--- config.mk ---
export PLATFORM = sky130hd
export DESIGN_NAME = mpuart_rx
export DESIGN_NICKNAME = d
export VERILOG_FILES = /design/src/rtl/mpuart_pkg.sv /design/src/rtl/mpuart_sync.sv /design/src/rtl/mpuart_framer.sv /design/src/rtl/mpuart_regs.sv /design/src/rtl/mpuart_rx.sv
export SDC_FILE = /design/constraint.sdc
export NUM_CORES = 1
export LEC_CHECK = 0
export BUFFER_PORTS_ARGS = -buffer_cell sky130_fd_sc_hd__clkbuf_2
export CORE_MARGIN = 3
export CORE_UTILIZATION = 57
export CTS_CLUSTER_SIZE = 40
export DETAILED_ROUTE_END_ITERATION = 6
export GPL_TIMING_DRIVEN = 1
export HOLD_SLACK_MARGIN = 0.12
export PLACE_DENSITY = 0.83
export SETUP_SLACK_MARGIN = 0.4
export SYNTH_ARGS = -nofsm -noshare
export SYNTH_HDL_FRONTEND = slang
export SYNTH_SLANG_ARGS = --single-unit
export TNS_END_PERCENT = 30
--- constraint.sdc ---
create_clock -name clk -period 1.9 [get_ports clk]
set_input_delay 0.095 -clock clk [delete_from_list [all_inputs] [get_ports clk]]
set_output_delay 0.095 -clock clk [all_outputs]
set_load 0.03 [all_outputs]
--- src/rtl/mpuart_pkg.sv ---
package mpuart_pkg;
  typedef enum logic [1:0] {
    ST_IDLE   = 2'd0,
    ST_START  = 2'd1,
    ST_BITS   = 2'd2,
    ST_WAITHI = 2'd3
  } rx_state_e;
endpackage

--- src/rtl/mpuart_sync.sv ---
module mpuart_sync #(
  parameter int   STAGES  = 2,
  parameter logic RST_VAL = 1'b0
) (
  input  logic clk,
  input  logic rst_n,
  input  logic d,
  output logic q
);
  logic [STAGES-1:0] chain_q;
  logic [STAGES-1:0] chain_d;

  always_comb begin
    chain_d = {chain_q[STAGES-2:0], d};
  end

  always_ff @(posedge clk or negedge rst_n) begin
    if (!rst_n) chain_q <= {STAGES{RST_VAL}};
    else        chain_q <= chain_d;
  end

  assign q = chain_q[STAGES-1];
endmodule

--- src/rtl/mpuart_framer.sv ---
module mpuart_framer
  import mpuart_pkg::*;
#(
  parameter int DATA_W = 8,
  parameter int OSR    = 16
) (
  input  logic              clk,
  input  logic              rst_n,
  input  logic              tick,
  input  logic              rxd,
  output logic              done,
  output logic [DATA_W-1:0] dat,
  output logic              mpb,
  output logic              stop_ok
);
  localparam int CW = $clog2(OSR);
  localparam int NB = DATA_W + 2;
  localparam int BW = $clog2(NB);
  localparam logic [CW-1:0] MID   = CW'(OSR/2 - 1);
  localparam logic [CW-1:0] FULL  = CW'(OSR - 1);
  localparam logic [BW-1:0] LASTB = BW'(NB - 1);

  rx_state_e         st_q, st_d;
  logic [CW-1:0]     cnt_q, cnt_d;
  logic [BW-1:0]     bidx_q, bidx_d;
  logic [DATA_W:0]   sh_q, sh_d;
  logic              done_q, done_d;
  logic [DATA_W-1:0] dat_q, dat_d;
  logic              mpb_q, mpb_d;
  logic              stop_q, stop_d;

  always_comb begin
    st_d   = st_q;
    cnt_d  = cnt_q;
    bidx_d = bidx_q;
    sh_d   = sh_q;
    done_d = 1'b0;
    dat_d  = dat_q;
    mpb_d  = mpb_q;
    stop_d = stop_q;
    if (tick) begin
      unique case (st_q)
        ST_IDLE: begin
          if (!rxd) begin
            st_d  = ST_START;
            cnt_d = '0;
          end
        end
        ST_START: begin
          if (cnt_q == MID) begin
            cnt_d  = '0;
            bidx_d = '0;
            st_d   = rxd ? ST_IDLE : ST_BITS;
          end else begin
            cnt_d = cnt_q + 1'b1;
          end
        end
        ST_BITS: begin
          if (cnt_q == FULL) begin
            cnt_d = '0;
            if (bidx_q == LASTB) begin
              done_d = 1'b1;
              dat_d  = sh_q[DATA_W-1:0];
              mpb_d  = sh_q[DATA_W];
              stop_d = rxd;
              st_d   = rxd ? ST_IDLE : ST_WAITHI;
            end else begin
              sh_d   = {rxd, sh_q[DATA_W:1]};
              bidx_d = bidx_q + 1'b1;
            end
          end else begin
            cnt_d = cnt_q + 1'b1;
          end
        end
        ST_WAITHI: begin
          if (rxd) st_d = ST_IDLE;
        end
        default: st_d = ST_IDLE;
      endcase
    end
  end

  always_ff @(posedge clk or negedge rst_n) begin
    if (!rst_n) begin
      st_q   <= ST_IDLE;
      cnt_q  <= '0;
      bidx_q <= '0;
      sh_q   <= '0;
      done_q <= 1'b0;
      dat_q  <= '0;
      mpb_q  <= 1'b0;
      stop_q <= 1'b1;
    end else begin
      st_q   <= st_d;
      cnt_q  <= cnt_d;
      bidx_q <= bidx_d;
      sh_q   <= sh_d;
      done_q <= done_d;
      dat_q  <= dat_d;
      mpb_q  <= mpb_d;
      stop_q <= stop_d;
    end
  end

  assign done    = done_q;
  assign dat     = dat_q;
  assign mpb     = mpb_q;
  assign stop_ok = stop_q;

  // one completion pulse per frame
  p_done_pulse_r2: assert property (@(posedge clk) disable iff (!rst_n)
    done_q |=> !done_q);

  // a start bit seen high at its midpoint returns the framer to idle
  p_glitch_reject_r9: assert property (@(posedge clk) disable iff (!rst_n)
    (st_q == ST_START && tick && cnt_q == MID && rxd) |=> (st_q == ST_IDLE && !done_q));
endmodule

--- src/rtl/mpuart_regs.sv ---
module mpuart_regs #(
  parameter int DATA_W = 8
) (
  input  logic              clk,
  input  logic              rst_n,
  input  logic              done,
  input  logic [DATA_W-1:0] dat,
  input  logic              mpb,
  input  logic              stop_ok,
  input  logic              mp_wr,
  input  logic              mp_wdata,
  input  logic              rdf_clr,
  input  logic              ovr_clr,
  input  logic              frm_clr,
  output logic              mp_en,
  output logic [DATA_W-1:0] rx_data,
  output logic              rdf,
  output logic              id_flag,
  output logic              ovr_err,
  output logic              frm_err
);
  logic              mp_q, mp_d;
  logic [DATA_W-1:0] data_q, data_d;
  logic              rdf_q, rdf_d;
  logic              id_q, id_d;
  logic              ovr_q, ovr_d;
  logic              frm_q, frm_d;
  logic              locked, dropped, take;
  logic              set_frm, set_ovr, set_rdf;

  always_comb begin
    locked  = ovr_q | frm_q;
    dropped = mp_q & ~mpb;
    take    = done & ~locked & ~dropped;
    set_frm = take & ~stop_ok;
    set_ovr = take & stop_ok & rdf_q;
    set_rdf = take & stop_ok & ~rdf_q;

    mp_d   = mp_q;
    data_d = data_q;
    rdf_d  = rdf_q;
    id_d   = id_q;
    ovr_d  = ovr_q;
    frm_d  = frm_q;

    if (mp_wr)        mp_d  = mp_wdata;
    if (rdf_clr)      rdf_d = 1'b0;
    if (ovr_clr)      ovr_d = 1'b0;
    if (frm_clr)      frm_d = 1'b0;

    if (set_frm) begin
      frm_d  = 1'b1;
      data_d = dat;
    end
    if (set_ovr) ovr_d = 1'b1;
    if (set_rdf) begin
      rdf_d  = 1'b1;
      data_d = dat;
      id_d   = mpb;
      if (mp_q) mp_d = 1'b0;
    end
  end

  always_ff @(posedge clk or negedge rst_n) begin
    if (!rst_n) begin
      mp_q   <= 1'b0;
      data_q <= '0;
      rdf_q  <= 1'b0;
      id_q   <= 1'b0;
      ovr_q  <= 1'b0;
      frm_q  <= 1'b0;
    end else begin
      mp_q   <= mp_d;
      data_q <= data_d;
      rdf_q  <= rdf_d;
      id_q   <= id_d;
      ovr_q  <= ovr_d;
      frm_q  <= frm_d;
    end
  end

  assign mp_en   = mp_q;
  assign rx_data = data_q;
  assign rdf     = rdf_q;
  assign id_flag = id_q;
  assign ovr_err = ovr_q;
  assign frm_err = frm_q;

  // filtered data frames leave the data register alone
  p_drop_keeps_data_r3: assert property (@(posedge clk) disable iff (!rst_n)
    (done && mp_q && !mpb) |=> $stable(data_q));

  // an accepted ID frame ends ID-wait and fills the data register
  p_id_ends_wait_r4: assert property (@(posedge clk) disable iff (!rst_n)
    (done && mp_q && mpb && stop_ok && !rdf_q && !ovr_q && !frm_q) |=> (!mp_q && rdf_q && id_q));

  // overrun keeps the old byte
  p_overrun_keeps_r5: assert property (@(posedge clk) disable iff (!rst_n)
    (done && !ovr_q && !frm_q && !(mp_q && !mpb) && stop_ok && rdf_q) |=> (ovr_q && $stable(data_q)));

  // bad stop bit raises the framing flag
  p_frame_err_r6: assert property (@(posedge clk) disable iff (!rst_n)
    (done && !ovr_q && !frm_q && !(mp_q && !mpb) && !stop_ok) |=> frm_q);

  // pending error blocks reception
  p_lockout_r7: assert property (@(posedge clk) disable iff (!rst_n)
    (done && (ovr_q || frm_q)) |=> $stable(data_q));
endmodule

--- src/rtl/mpuart_rx.sv ---
module mpuart_rx #(
  parameter int DATA_W      = 8,
  parameter int OSR         = 16,
  parameter int SYNC_STAGES = 2
) (
  input  logic              clk,
  input  logic              rst_n,
  input  logic              tick16,
  input  logic              rxd,
  input  logic              mp_wr,
  input  logic              mp_wdata,
  input  logic              rdf_clr,
  input  logic              ovr_clr,
  input  logic              frm_clr,
  output logic              mp_en,
  output logic [DATA_W-1:0] rx_data,
  output logic              rdf,
  output logic              id_flag,
  output logic              ovr_err,
  output logic              frm_err,
  output logic              rxd_level
);
  logic              rst_int_n;
  logic              rxd_s;
  logic              f_done;
  logic [DATA_W-1:0] f_dat;
  logic              f_mpb;
  logic              f_stop;

  mpuart_sync #(.STAGES(2), .RST_VAL(1'b0)) u_rst_sync (
    .clk(clk), .rst_n(rst_n), .d(1'b1), .q(rst_int_n)
  );

  mpuart_sync #(.STAGES(SYNC_STAGES), .RST_VAL(1'b1)) u_rxd_sync (
    .clk(clk), .rst_n(rst_int_n), .d(rxd), .q(rxd_s)
  );

  mpuart_framer #(.DATA_W(DATA_W), .OSR(OSR)) u_framer (
    .clk(clk), .rst_n(rst_int_n), .tick(tick16), .rxd(rxd_s),
    .done(f_done), .dat(f_dat), .mpb(f_mpb), .stop_ok(f_stop)
  );

  mpuart_regs #(.DATA_W(DATA_W)) u_regs (
    .clk(clk), .rst_n(rst_int_n),
    .done(f_done), .dat(f_dat), .mpb(f_mpb), .stop_ok(f_stop),
    .mp_wr(mp_wr), .mp_wdata(mp_wdata),
    .rdf_clr(rdf_clr), .ovr_clr(ovr_clr), .frm_clr(frm_clr),
    .mp_en(mp_en), .rx_data(rx_data), .rdf(rdf), .id_flag(id_flag),
    .ovr_err(ovr_err), .frm_err(frm_err)
  );

  assign rxd_level = rxd_s;
endmodule

; Yosys cells after proc, flatten, opt, wreduce, memory -nomap -nowiden
; Cells that the tools add are included.
[classes]
addsub = 2
shifts = 0
eq_ne = 12
n_bitwise = 14
div = 0
magnitude_cmp = 0
reduce_logical = 12
multipliers = 0
muxes = 31
[op_table]
columns = operator, count
row1 = $mux W4, 6
row2 = $mux W8, 2
row3 = $mux W2, 7
row4 = $mux W1, 13
row5 = $pmux W4 S3, 1
row6 = $reduce_bool A2 Y1, 5
row7 = $add A4 B1 Y4 const B, 2
row8 = $eq A4 B4 Y1 const B, 2
row9 = $pmux W2 S4, 1
row10 = $pmux W4 S2, 1
row11 = $reduce_and A4 Y1, 2
row12 = $and A1 B1 Y1, 7
row13 = $ne A2 B1 Y1 const B, 3
row14 = $ne A2 B2 Y1 const B, 3
row15 = $not A1 Y1, 6
row16 = $reduce_and A6 Y1, 1
row17 = $reduce_and A5 Y1, 1
row18 = $eq A2 B2 Y1 const B, 2
row19 = $eq A4 B3 Y1 const B, 1
row20 = $reduce_and A3 Y1, 1
row21 = $reduce_bool A3 Y1, 1
row22 = $eq A2 B1 Y1 const B, 1
row23 = $logic_not A2 Y1, 1
row24 = $or A1 B1 Y1, 1
[totals]
memories = 0
regBits = 47
mem_bits_rw = 0
rom_bits = 0
elab_cells = 87
output_inout_bits = 14
latch_bits = 0
input_bits = 9

; Logic depth before layout (Yosys ltp)
; Gate-level depths: netlist (run 1).
[depth]
word_depth = 7
depth_mapped = 7
ltp_nobuf = 6

; By module
; A second synthesis (run 1) with hierarchy kept.
[hier_totals]
hier_cells = 160
area_unflattened_um2 = 2094.5
[modules_own_cells]
columns = module, n_inst, seq_area_each_um2, area_per_inst_um2, cells_each
row1 = mpuart_framer, 1, 752.0, 1461.4, 118
row2 = mpuart_regs, 1, 325.3, 526.8, 37
row3 = mpuart_sync at u_rxd_sync, 1, 52.6, 52.6, 2
row4 = mpuart_sync at u_rst_sync, 1, 50.0, 50.0, 2
row5 = mpuart_rx, 1, 0.0, 3.8, 1

; Least setup slack after synthesis (run 1)
; No wires, ideal clock.
[synth_timing]
path_type = reg-to-reg
start = register u_framer.st_q[0]
end = register u_framer.st_q[1]
path_buffers = 1
path_slack_ns = 0.089
required_time_ns = 1.773
arrival_time_ns = 1.684
path_stages_with_launch = 8
setup_ns = 0.127
synth_period_minus_slack_ns = 1.811
cell_sequence = dfrtp_1 > inv_1 > ha_1 > buf_6 > and4bb_1 > a211oi_2 > a211o_1 > mux2_1
[synth_via]
elab_chain_len = 3
elab_cells_between_ends = 11
classes_between = 8 x eq/ne / 1 x mux / 2 x reduce/logical
[synth_lines]
columns = element, line_no
row1 = start: declaration, mpuart_framer.sv:23  ; rx_state_e st_q, st_d;
row2 = start signal: assignment, mpuart_framer.sv:94  ; st_q <= st_d;
row3 = $eq A2 B2 Y1 (tied with other cells), mpuart_framer.sv:42  ; unique case (st_q)
row4 = $ne A2 B1 Y1 (no line) / $ne A2 B2 Y1 (equally long branches), n/a
row5 = $reduce_and A6 Y1 (no line), n/a
; Several ways; a longest one is shown, not always the timed one.
; A chain may end at the register's enable or synchronous reset.

; Worst setup path after layout (run 1)
[layout_timing]
start = register u_framer.st_q[0]
end = register u_framer.st_q[0]
; Same word-level chain as after synthesis.

==> tab_implementation.tex, run 1 <==
\begin{tabular}{lr}
\hline
Metric & Value \\
\hline
\multicolumn{2}{l}{\textbf{Timing}} \\
Number of endpoints with negative hold slack in the final report & 0 \\
Post-route minimum period & 1900 ps \\
Fmax & 527 MHz \\
Minimum hold slack & 181 ps \\
Largest clock skew in the final design & 25.3 ps \\
Post-route fraction of the period consumed by the critical path & 0.999 \\
Total count of max-transition violations in the final report & 0 \\
Total negative slack for setup checks & 0 ps \\
Slew at the pin closest to its max-slew limit & 680 ps \\
RSZ-0062 raised after global routing & yes \\
\# setup viols final & 0 \\
Max transition margin & 0.547 \\
\multicolumn{2}{l}{\textbf{Power and ir drop}} \\
Peak supply drop & 0.00101 V \\
Pwr/cell area & 1040 mW/mm² \\
Cell leakage power & 1.28 nW \\
Total design power & 2.72 mW \\
\multicolumn{2}{l}{\textbf{Synth}} \\
Number of synthesized register bits & 47 \\
Count of cell types in the netlist & 34 \\
Cell area after technology mapping & 0.00201 mm² \\
Nets in the synthesized netlist & 171 \\
Proportion of synthesized chip area in sequential cells & 0.586 \\
Post-synthesis instance total & 155 \\
Synthesized area per cell & 13.0 µm² \\
Count of synthesis-stage warnings from yosys & 0 \\
\multicolumn{2}{l}{\textbf{Cells and area}} \\
Area growth, synth to finish & 30.4\% \\
Count of placed standard cells in the final layout, fillers left out & 255 \\
Net total in the final layout & 226 \\
Count of antenna diodes in the layout & 0 \\
Ratio of cells with drive above 1 in the final layout & 0.521 \\
\multicolumn{2}{l}{\textbf{Global routing}} \\
Via count of the first global-routing pass & 1442 \\
Wire length of the first global-routing pass & 6.88 mm \\
Global-route congestion overflow total & 0 \\
Largest net degree at the start of global routing & 34 \\
All-Layer GR Usage & 0.221 \\
Initial antenna violation count & 0 \\
\multicolumn{2}{l}{\textbf{Die}} \\
\# IOs & 23 \\
FP Rows & 20 \\
Effective utilization at floorplan & 0.629 \\
Core region area & 0.00320 mm² \\
Die extent in y & 65.5 µm \\
Die Footprint & 0.00428 mm² \\
Die Width & 65.5 µm \\
\multicolumn{2}{l}{\textbf{CTS}} \\
Number of buffers inserted during clock tree synthesis & 5 \\
Source-to-sink clock delay at the later pin of the worst-skew pair & 380 ps \\
Clock Pin Slew Worst Setup and Hold Paths & 150 ps \\
Number of H-tree levels & 2 \\
Clk Tree Root Cell & sky130\_fd\_sc\_hd\_\_clkbuf\_4 \\
TritonCTS clock tree & done \\
Clock sink total & 47 \\
Number of buffers on the longest clock path & 2 \\
\multicolumn{2}{l}{\textbf{Routing}} \\
Final wirelength & 4.81 mm \\
Router iterations before antenna repair & 4 \\
Total number of vias & 1465 \\
Via-per-instance ratio & 5.75 \\
Remaining design rule violation count & 0 \\
Routed wirelength normalized by instance count & 18.9 µm \\
Antenna Violating Nets Remaining & 0 \\
Number of DRC markers after the initial detailed-route iteration & 54 \\
\multicolumn{2}{l}{\textbf{Critical path}} \\
Family with the most delay on the worst path & compound AO/OA/AOI/OAI gates \\
Element type at the critical path end & register \\
Worst stage delay on the critical path & 420 ps \\
Startpoint class of the critical path & register \\
Arrival time reported for the critical path endpoint & 2170 ps \\
Peak fanout along the critical path & 4 \\
Type of the worst setup path & reg2reg \\
Cell-by-cell listing of the critical path & inv\_2 > ha\_4 > and4bb\_1 > a211oi\_4 > a211o\_1 > buf\_6 > mux2i\_2 \\
Worst path buffer plus inverter count & 2 \\
Required time reported for the critical path endpoint & 2170 ps \\
Max stage delay cell, worst path & sky130\_fd\_sc\_hd\_\_dfrtp\_1 \\
\multicolumn{2}{l}{\textbf{Placed design}} \\
Final Wtd Congestion & 0.767 \\
Input/output buffers & 22 \\
Cell Count Post-Placement & 222 \\
Final HPWL from detailed placement & 2.50 mm \\
\multicolumn{2}{l}{\textbf{Min path}} \\
Worst Hold Class & in2reg \\
\multicolumn{2}{l}{\textbf{Job}} \\
Max-cap violations & 0 \\
\multicolumn{2}{l}{\textbf{Run status}} \\
Run status & complete, no violations \\
\hline
\end{tabular}
-- registers in the layout (all words and copies together) (netlist names), 2 cells and up --
| name | count |
|---|---|
| u_framer.bidx_q | 4 |
| u_framer.cnt_q | 4 |
| u_framer.dat | 8 |
| u_framer.sh_q | 9 |
| u_framer.st_q | 2 |
| u_regs.rx_data | 8 |
| u_rst_sync.chain_q | 2 |
| u_rxd_sync.chain_q | 2 |
-- worst register-to-register path, cell delays in order (launching register included) --
cell and delay [ps]:
sky130_fd_sc_hd__dfrtp_1 420, sky130_fd_sc_hd__inv_2 120, sky130_fd_sc_hd__ha_4 170, sky130_fd_sc_hd__and4bb_1 240, sky130_fd_sc_hd__a211oi_4 270, sky130_fd_sc_hd__a211o_1 240, sky130_fd_sc_hd__buf_6 130, sky130_fd_sc_hd__mux2i_2 230
-- worst paths after layout --
kind                                                  from                           end  slack [ps]  depth (start not counted)
max in group asynchronous  u_rst_sync.chain_q[1]$_DFF_PN0_  u_framer.sh_q[2]$_DFFE_PN0P_        1010                          1
setup reg to reg              u_framer.st_q[0]$_DFFE_PN0P_  u_framer.st_q[0]$_DFFE_PN0P_           1                          7
hold / removal                                      tick16       u_framer.done$_DFF_PN0_         180                          4
min in group asynchronous  u_rst_sync.chain_q[1]$_DFF_PN0_  u_framer.sh_q[8]$_DFFE_PN0P_         290                          0
setup / recovery              u_framer.st_q[0]$_DFFE_PN0P_  u_framer.st_q[0]$_DFFE_PN0P_           1                          7
hold reg to reg            u_rst_sync.chain_q[1]$_DFF_PN0_  u_framer.sh_q[8]$_DFFE_PN0P_         290                          0
-- cell usage after synthesis --
master,instances,area (µm²)
sky130_fd_sc_hd__dfrtp_1,44,1100
sky130_fd_sc_hd__mux2_2,29,327
sky130_fd_sc_hd__inv_1,11,41.3
sky130_fd_sc_hd__o21ai_0,10,50.1
sky130_fd_sc_hd__nand2_1,8,30.0
sky130_fd_sc_hd__ha_1,7,87.6
sky130_fd_sc_hd__nand3_1,6,30.0
sky130_fd_sc_hd__nor2_1,4,15.0
sky130_fd_sc_hd__o31ai_1,4,30.0
sky130_fd_sc_hd__dfstp_2,3,78.8
sky130_fd_sc_hd__a21oi_1,2,10.0
sky130_fd_sc_hd__buf_2,2,10.0
sky130_fd_sc_hd__mux2i_1,2,20.0
sky130_fd_sc_hd__nor3_1,2,10.0
sky130_fd_sc_hd__o211ai_1,2,15.0
sky130_fd_sc_hd__a211o_1,1,8.76
sky130_fd_sc_hd__a211oi_2,1,12.5
sky130_fd_sc_hd__a21bo_2,1,10.0
sky130_fd_sc_hd__a21boi_0,1,7.51
sky130_fd_sc_hd__a21o_1,1,7.51
sky130_fd_sc_hd__a22o_1,1,8.76
sky130_fd_sc_hd__a41oi_1,1,8.76
sky130_fd_sc_hd__and3_1,1,6.26
sky130_fd_sc_hd__and4bb_1,1,12.5
sky130_fd_sc_hd__buf_6,1,11.3
sky130_fd_sc_hd__conb_1,1,3.75
sky130_fd_sc_hd__mux2_1,1,11.3
sky130_fd_sc_hd__nand2b_1,1,6.26
sky130_fd_sc_hd__nand3b_1,1,7.51
sky130_fd_sc_hd__nor2b_1,1,6.26
sky130_fd_sc_hd__o2111a_1,1,11.3
sky130_fd_sc_hd__o22ai_1,1,6.26
sky130_fd_sc_hd__or2_2,1,6.26
sky130_fd_sc_hd__or3_1,1,6.26
-- per-stage QoR --
| stage | util | setup slack (ps) | instance area, µm² |
|---|---|---|---|
| after global placement | 0.692 | 127 | 2220 |
| final | 0.820 | 1.44 | 2630 |
| after CTS | 0.782 | 109 | 2500 |
| after global routing | 0.820 | -16.6 | 2630 |
| after detailed placement | 0.692 | 43.6 | 2220 |
| after floorplan | - | 128 | 2040 |
-- report_power, final --
part | switching [mW] | total [mW] | internal [mW]
clock network | 0.319 | 0.536 | 0.217
logic | 0.541 | 1.01 | 0.469
registers | 0.100 | 1.18 | 1.07
total | 0.961 | 2.72 | 1.76
-- cells in the final DEF, fill, tap and decap left out, types with 3 or more instances in the layout --
| cell type | instances |
|---|---|
| sky130_fd_sc_hd__buf_6 | 3 |
| sky130_fd_sc_hd__ha_1 | 3 |
| sky130_fd_sc_hd__buf_4 | 17 |
| sky130_fd_sc_hd__o31ai_2 | 3 |
| sky130_fd_sc_hd__dlygate4sd3_1 | 8 |
| sky130_fd_sc_hd__clkbuf_2 | 22 |
| sky130_fd_sc_hd__nand3_1 | 5 |
| sky130_fd_sc_hd__inv_1 | 8 |
| sky130_fd_sc_hd__o21ai_0 | 4 |
| sky130_fd_sc_hd__o21ai_1 | 3 |
| sky130_fd_sc_hd__dfstp_2 | 3 |
| sky130_fd_sc_hd__mux2_2 | 29 |
| sky130_fd_sc_hd__dfrtp_1 | 42 |
| sky130_fd_sc_hd__nand2_1 | 8 |
| sky130_fd_sc_hd__ha_4 | 3 |
| sky130_fd_sc_hd__clkbuf_4 | 5 |
-- what timing repair did --
| item | in CTS | in global routing |
|---|---|---|
| hold buffers | 8 | 0 |
| pin swaps | 4 | 8 |
| setup endpoints to repair | 37 | 37 |
| hold endpoints to repair | 7 | 0 |
| gates cloned | 1 | 1 |
| buffers inserted | 11 | 4 |
| gates resized for setup | 13 | 27 |
-- cell type report --
cell class / count / area (µm²)
inverters: 11 / 43.8
clock inverters: 1 / 7.51
flip-flops and latches: 47 / 1180
multi-input cells: 94 / 917
well taps: 44 / 55.1
repair buffers: 51 / 357
clock buffers: 7 / 65.1
fillers: 183 / 576
-- cells by family (layout without fill, tap and decap cells) --
family / Yosys count / after routing / share of synthesized area
compound gates: 27 / 27 / 0.0926
other cells: 1 / 1 / 0.00186
flops: 47 / 47 / 0.586
mux: 32 / 32 / 0.178
buf+inv: 14 / 70 / 0.0311
simple gates: 27 / 27 / 0.0677
fa+ha+maj: 7 / 7 / 0.0435
-- metal layers --
metal,GRT usage,share of wire,vias up
met5,0,0,-
met1,0.237,0.39,727
li1,-,-,662
met3,0.0632,0.049,20
met4,0.109,0.047,0
met2,0.396,0.52,56
No activity file was read; power rests on OpenSTA's default activity.
==> run 2, diff against run 1 <==
--- a/config.mk
+++ b/config.mk
@@ -6,13 +6,15 @@
 export NUM_CORES = 1
 export LEC_CHECK = 0
 export BUFFER_PORTS_ARGS = -buffer_cell sky130_fd_sc_hd__clkbuf_2
-export CORE_MARGIN = 3
-export CORE_UTILIZATION = 57
+export CELL_PAD_IN_SITES_DETAIL_PLACEMENT = 1
+export CELL_PAD_IN_SITES_GLOBAL_PLACEMENT = 1
+export CORE_MARGIN = 8
+export CORE_UTILIZATION = 46
 export CTS_CLUSTER_SIZE = 40
 export DETAILED_ROUTE_END_ITERATION = 6
 export GPL_TIMING_DRIVEN = 1
 export HOLD_SLACK_MARGIN = 0.12
-export PLACE_DENSITY = 0.83
+export PLACE_DENSITY = 0.82
 export SETUP_SLACK_MARGIN = 0.4
 export SYNTH_ARGS = -nofsm -noshare
 export SYNTH_HDL_FRONTEND = slang
==> tab_implementation.tex, run 2 (same netlist as run 1, synthesis figures left out) <==
\begin{tabular}{lr}
\hline
Metric & Value \\
\hline
\multicolumn{2}{l}{\textbf{Critical path}} \\
Max stage delay cell, worst path & sky130\_fd\_sc\_hd\_\_dfrtp\_1 \\
Element type at the critical path end & register \\
Worst stage delay on the critical path & 400 ps \\
Startpoint class of the critical path & register \\
Startpoint of the worst register-to-register path & u\_framer.st\_q[0]\$\_DFFE\_PN0P\_ \\
Required time reported for the critical path endpoint & 2110 ps \\
R2R Setup Slk & 100 ps \\
Arrival time reported for the critical path endpoint & 2010 ps \\
Type of the worst setup path & reg2reg \\
Setup crit start & u\_framer.st\_q[0]\$\_DFFE\_PN0P\_ \\
Cell-by-cell listing of the critical path & inv\_2 > ha\_4 > and4bb\_1 > a211oi\_4 > a211o\_1 > buf\_4 > mux2i\_2 \\
Peak fanout along the critical path & 6 \\
\multicolumn{2}{l}{\textbf{CTS}} \\
TritonCTS clock tree & done \\
Source-to-sink clock delay at the later pin of the worst-skew pair & 300 ps \\
Number of H-tree levels & 2 \\
Clock Pin Slew Worst Setup and Hold Paths & 90 ps \\
Clk Tree Root Cell & sky130\_fd\_sc\_hd\_\_clkbuf\_8 \\
Number of buffers on the longest clock path & 2 \\
Number of buffers inserted during clock tree synthesis & 5 \\
Clock sink total & 47 \\
\multicolumn{2}{l}{\textbf{Die}} \\
Die extent in y & 82.2 µm \\
\# IOs & 23 \\
Effective utilization at floorplan & 0.469 \\
FP Rows & 24 \\
Die Footprint & 0.00675 mm² \\
Core region area & 0.00429 mm² \\
Die Width & 82.2 µm \\
\multicolumn{2}{l}{\textbf{Power and ir drop}} \\
Pwr/cell area & 1000 mW/mm² \\
Part of the total power dissipated in combinational logic & 0.330 \\
Cell internal pwr & 1.75 mW \\
Power share of the clock group & 0.226 \\
Net switching share of the total power & 0.333 \\
Cell leakage power & 1.28 nW \\
Reg power frac & 0.445 \\
Switching pwr & 872 µW \\
Peak supply drop & 0.000683 V \\
\multicolumn{2}{l}{\textbf{Timing}} \\
RSZ-0062 raised after global routing & yes \\
Fmax & 557 MHz \\
\# setup viols final & 0 \\
Total negative slack for setup checks & 0 ps \\
Post-route fraction of the period consumed by the critical path & 0.945 \\
Slew at the pin closest to its max-slew limit & 550 ps \\
Post-route minimum period & 1800 ps \\
Minimum setup slack in the final design & 104 ps \\
Total count of max-transition violations in the final report & 0 \\
Largest clock skew in the final design & 9.57 ps \\
Minimum hold slack & 354 ps \\
Number of endpoints with negative hold slack in the final report & 0 \\
Max transition margin & 0.633 \\
\multicolumn{2}{l}{\textbf{Cells and area}} \\
Net total in the final layout & 228 \\
Max FFs per register & 9 \\
Count of antenna diodes in the layout & 0 \\
Count of placed standard cells in the final layout, fillers left out & 265 \\
Area growth, synth to finish & 29.9\% \\
Ratio of cells with drive above 1 in the final layout & 0.479 \\
Final Instance Area & 0.00262 mm² \\
Most common library cell in the layout ignoring fill and taps & sky130\_fd\_sc\_hd\_\_dfrtp\_1 \\
Largest Register & u\_framer.sh\_q \\
\# fillers & 422 \\
Leading cell types in the layout, fill and taps excluded & 42 x sky130\_fd\_sc\_hd\_\_dfrtp\_1, 29 x sky130\_fd\_sc\_hd\_\_mux2\_2, 22 x sky130\_fd\_sc\_hd\_\_clkbuf\_2 \\
\multicolumn{2}{l}{\textbf{Run status}} \\
Run status & complete, no violations \\
\multicolumn{2}{l}{\textbf{Routing}} \\
Remaining design rule violation count & 0 \\
Final wirelength & 5.32 mm \\
Routed wirelength normalized by instance count & 20.1 µm \\
Number of DRC markers after the initial detailed-route iteration & 57 \\
Total number of vias & 1439 \\
Router iterations before antenna repair & 4 \\
Antenna Violating Nets Remaining & 0 \\
Via-per-instance ratio & 5.43 \\
\multicolumn{2}{l}{\textbf{Global routing}} \\
Initial antenna violation count & 0 \\
Global-route congestion overflow total & 0 \\
All-Layer GR Usage & 0.162 \\
Via count of the first global-routing pass & 1587 \\
Largest net degree at the start of global routing & 46 \\
Wire length of the first global-routing pass & 8.12 mm \\
\multicolumn{2}{l}{\textbf{Placed design}} \\
Cell Count Post-Placement & 229 \\
Placed Instance Area & 0.00222 mm² \\
Final Wtd Congestion & 0.783 \\
Worst slack after detailed placement & 37.4 ps \\
Input/output buffers & 22 \\
Final HPWL from detailed placement & 3.13 mm \\
\multicolumn{2}{l}{\textbf{Job}} \\
Max-cap violations & 0 \\
\multicolumn{2}{l}{\textbf{Min path}} \\
Worst Hold Class & reg2async \\
\hline
\end{tabular}
## run 2: cell count changes in the layout (fill, tap and decap cells not counted), sizes merged
cell	previous run	this run
clkinv	0	2
clkbuf	29	28
clkinvlp	1	0
buf	21	23
## run 2: stage by stage
step                      utilization  power [mW]
after floorplan                     -        1.53
after global placement          0.517        1.62
after detailed placement        0.517        1.67
after CTS                       0.584        2.44
after global routing            0.610        2.75
final                           0.610        2.62
## run 2: cell type report
cell class / count / area [µm²] / share of cell area
Clock buffer: 6 / 72.6 / 0.0277
Multi-Input combinational cell: 94 / 868 / 0.332
Sequential cell: 47 / 1180 / 0.452
Timing Repair Buffer: 53 / 374 / 0.143
Clock inverter: 2 / 13.8 / 0.00526
Inverter: 11 / 41.3 / 0.0158
Tap cell: 52 / 65.1 / 0.0249
## run 2: power groups by stage
stage	sequential [mW]	clock, mW	combinational (mW)
4_1_cts	1.16	0.611	0.668
2_1_floorplan	1.17	0	0.363
6_report	1.16	0.591	0.863
5_1_grt	1.17	0.655	0.920
3_5_place_dp	1.17	0	0.503
3_3_place_gp	1.16	0	0.453
## run 2: worst paths after layout
check	to	depth (start not counted)
worst min-delay path	u_framer.sh_q[1]$_DFFE_PN0P_	1
max in group asynchronous	u_rst_sync.chain_q[1]$_DFF_PN0_	3
min in group clk	u_rst_sync.chain_q[1]$_DFF_PN0_	0
worst max-delay path	u_framer.st_q[0]$_DFFE_PN0P_	7
worst min register to register	u_framer.sh_q[1]$_DFFE_PN0P_	1
worst max register to register	u_framer.st_q[0]$_DFFE_PN0P_	7
## run 2: repair_timing
| item | CTS | global route |
|---|---|---|
| hold buffers | 8 | 0 |
| endpoints found under the setup margin | 37 | 37 |
| pin swaps | 4 | 4 |
| endpoints found under the hold margin | 7 | 0 |
| gates resized for setup | 12 | 12 |
| setup buffers | 8 | 11 |
| cloned | 1 | 0 |
## run 2: worst max-delay path, delay by kind of cell, from the launching register on
kind	cells	cell delay, ps
compound gates	2	440
fa+ha+maj	1	180
flops	1	400
simple gates	1	220
buf+inv	2	250
mux	1	210
## run 2: routing by layer
layer	track usage	vias up	routed length, µm
met5	0	-	0
met4	0.0579	0	121
met3	0.0563	12	222
met2	0.286	29	2800
met1	0.177	741	2180
li1	-	657	-
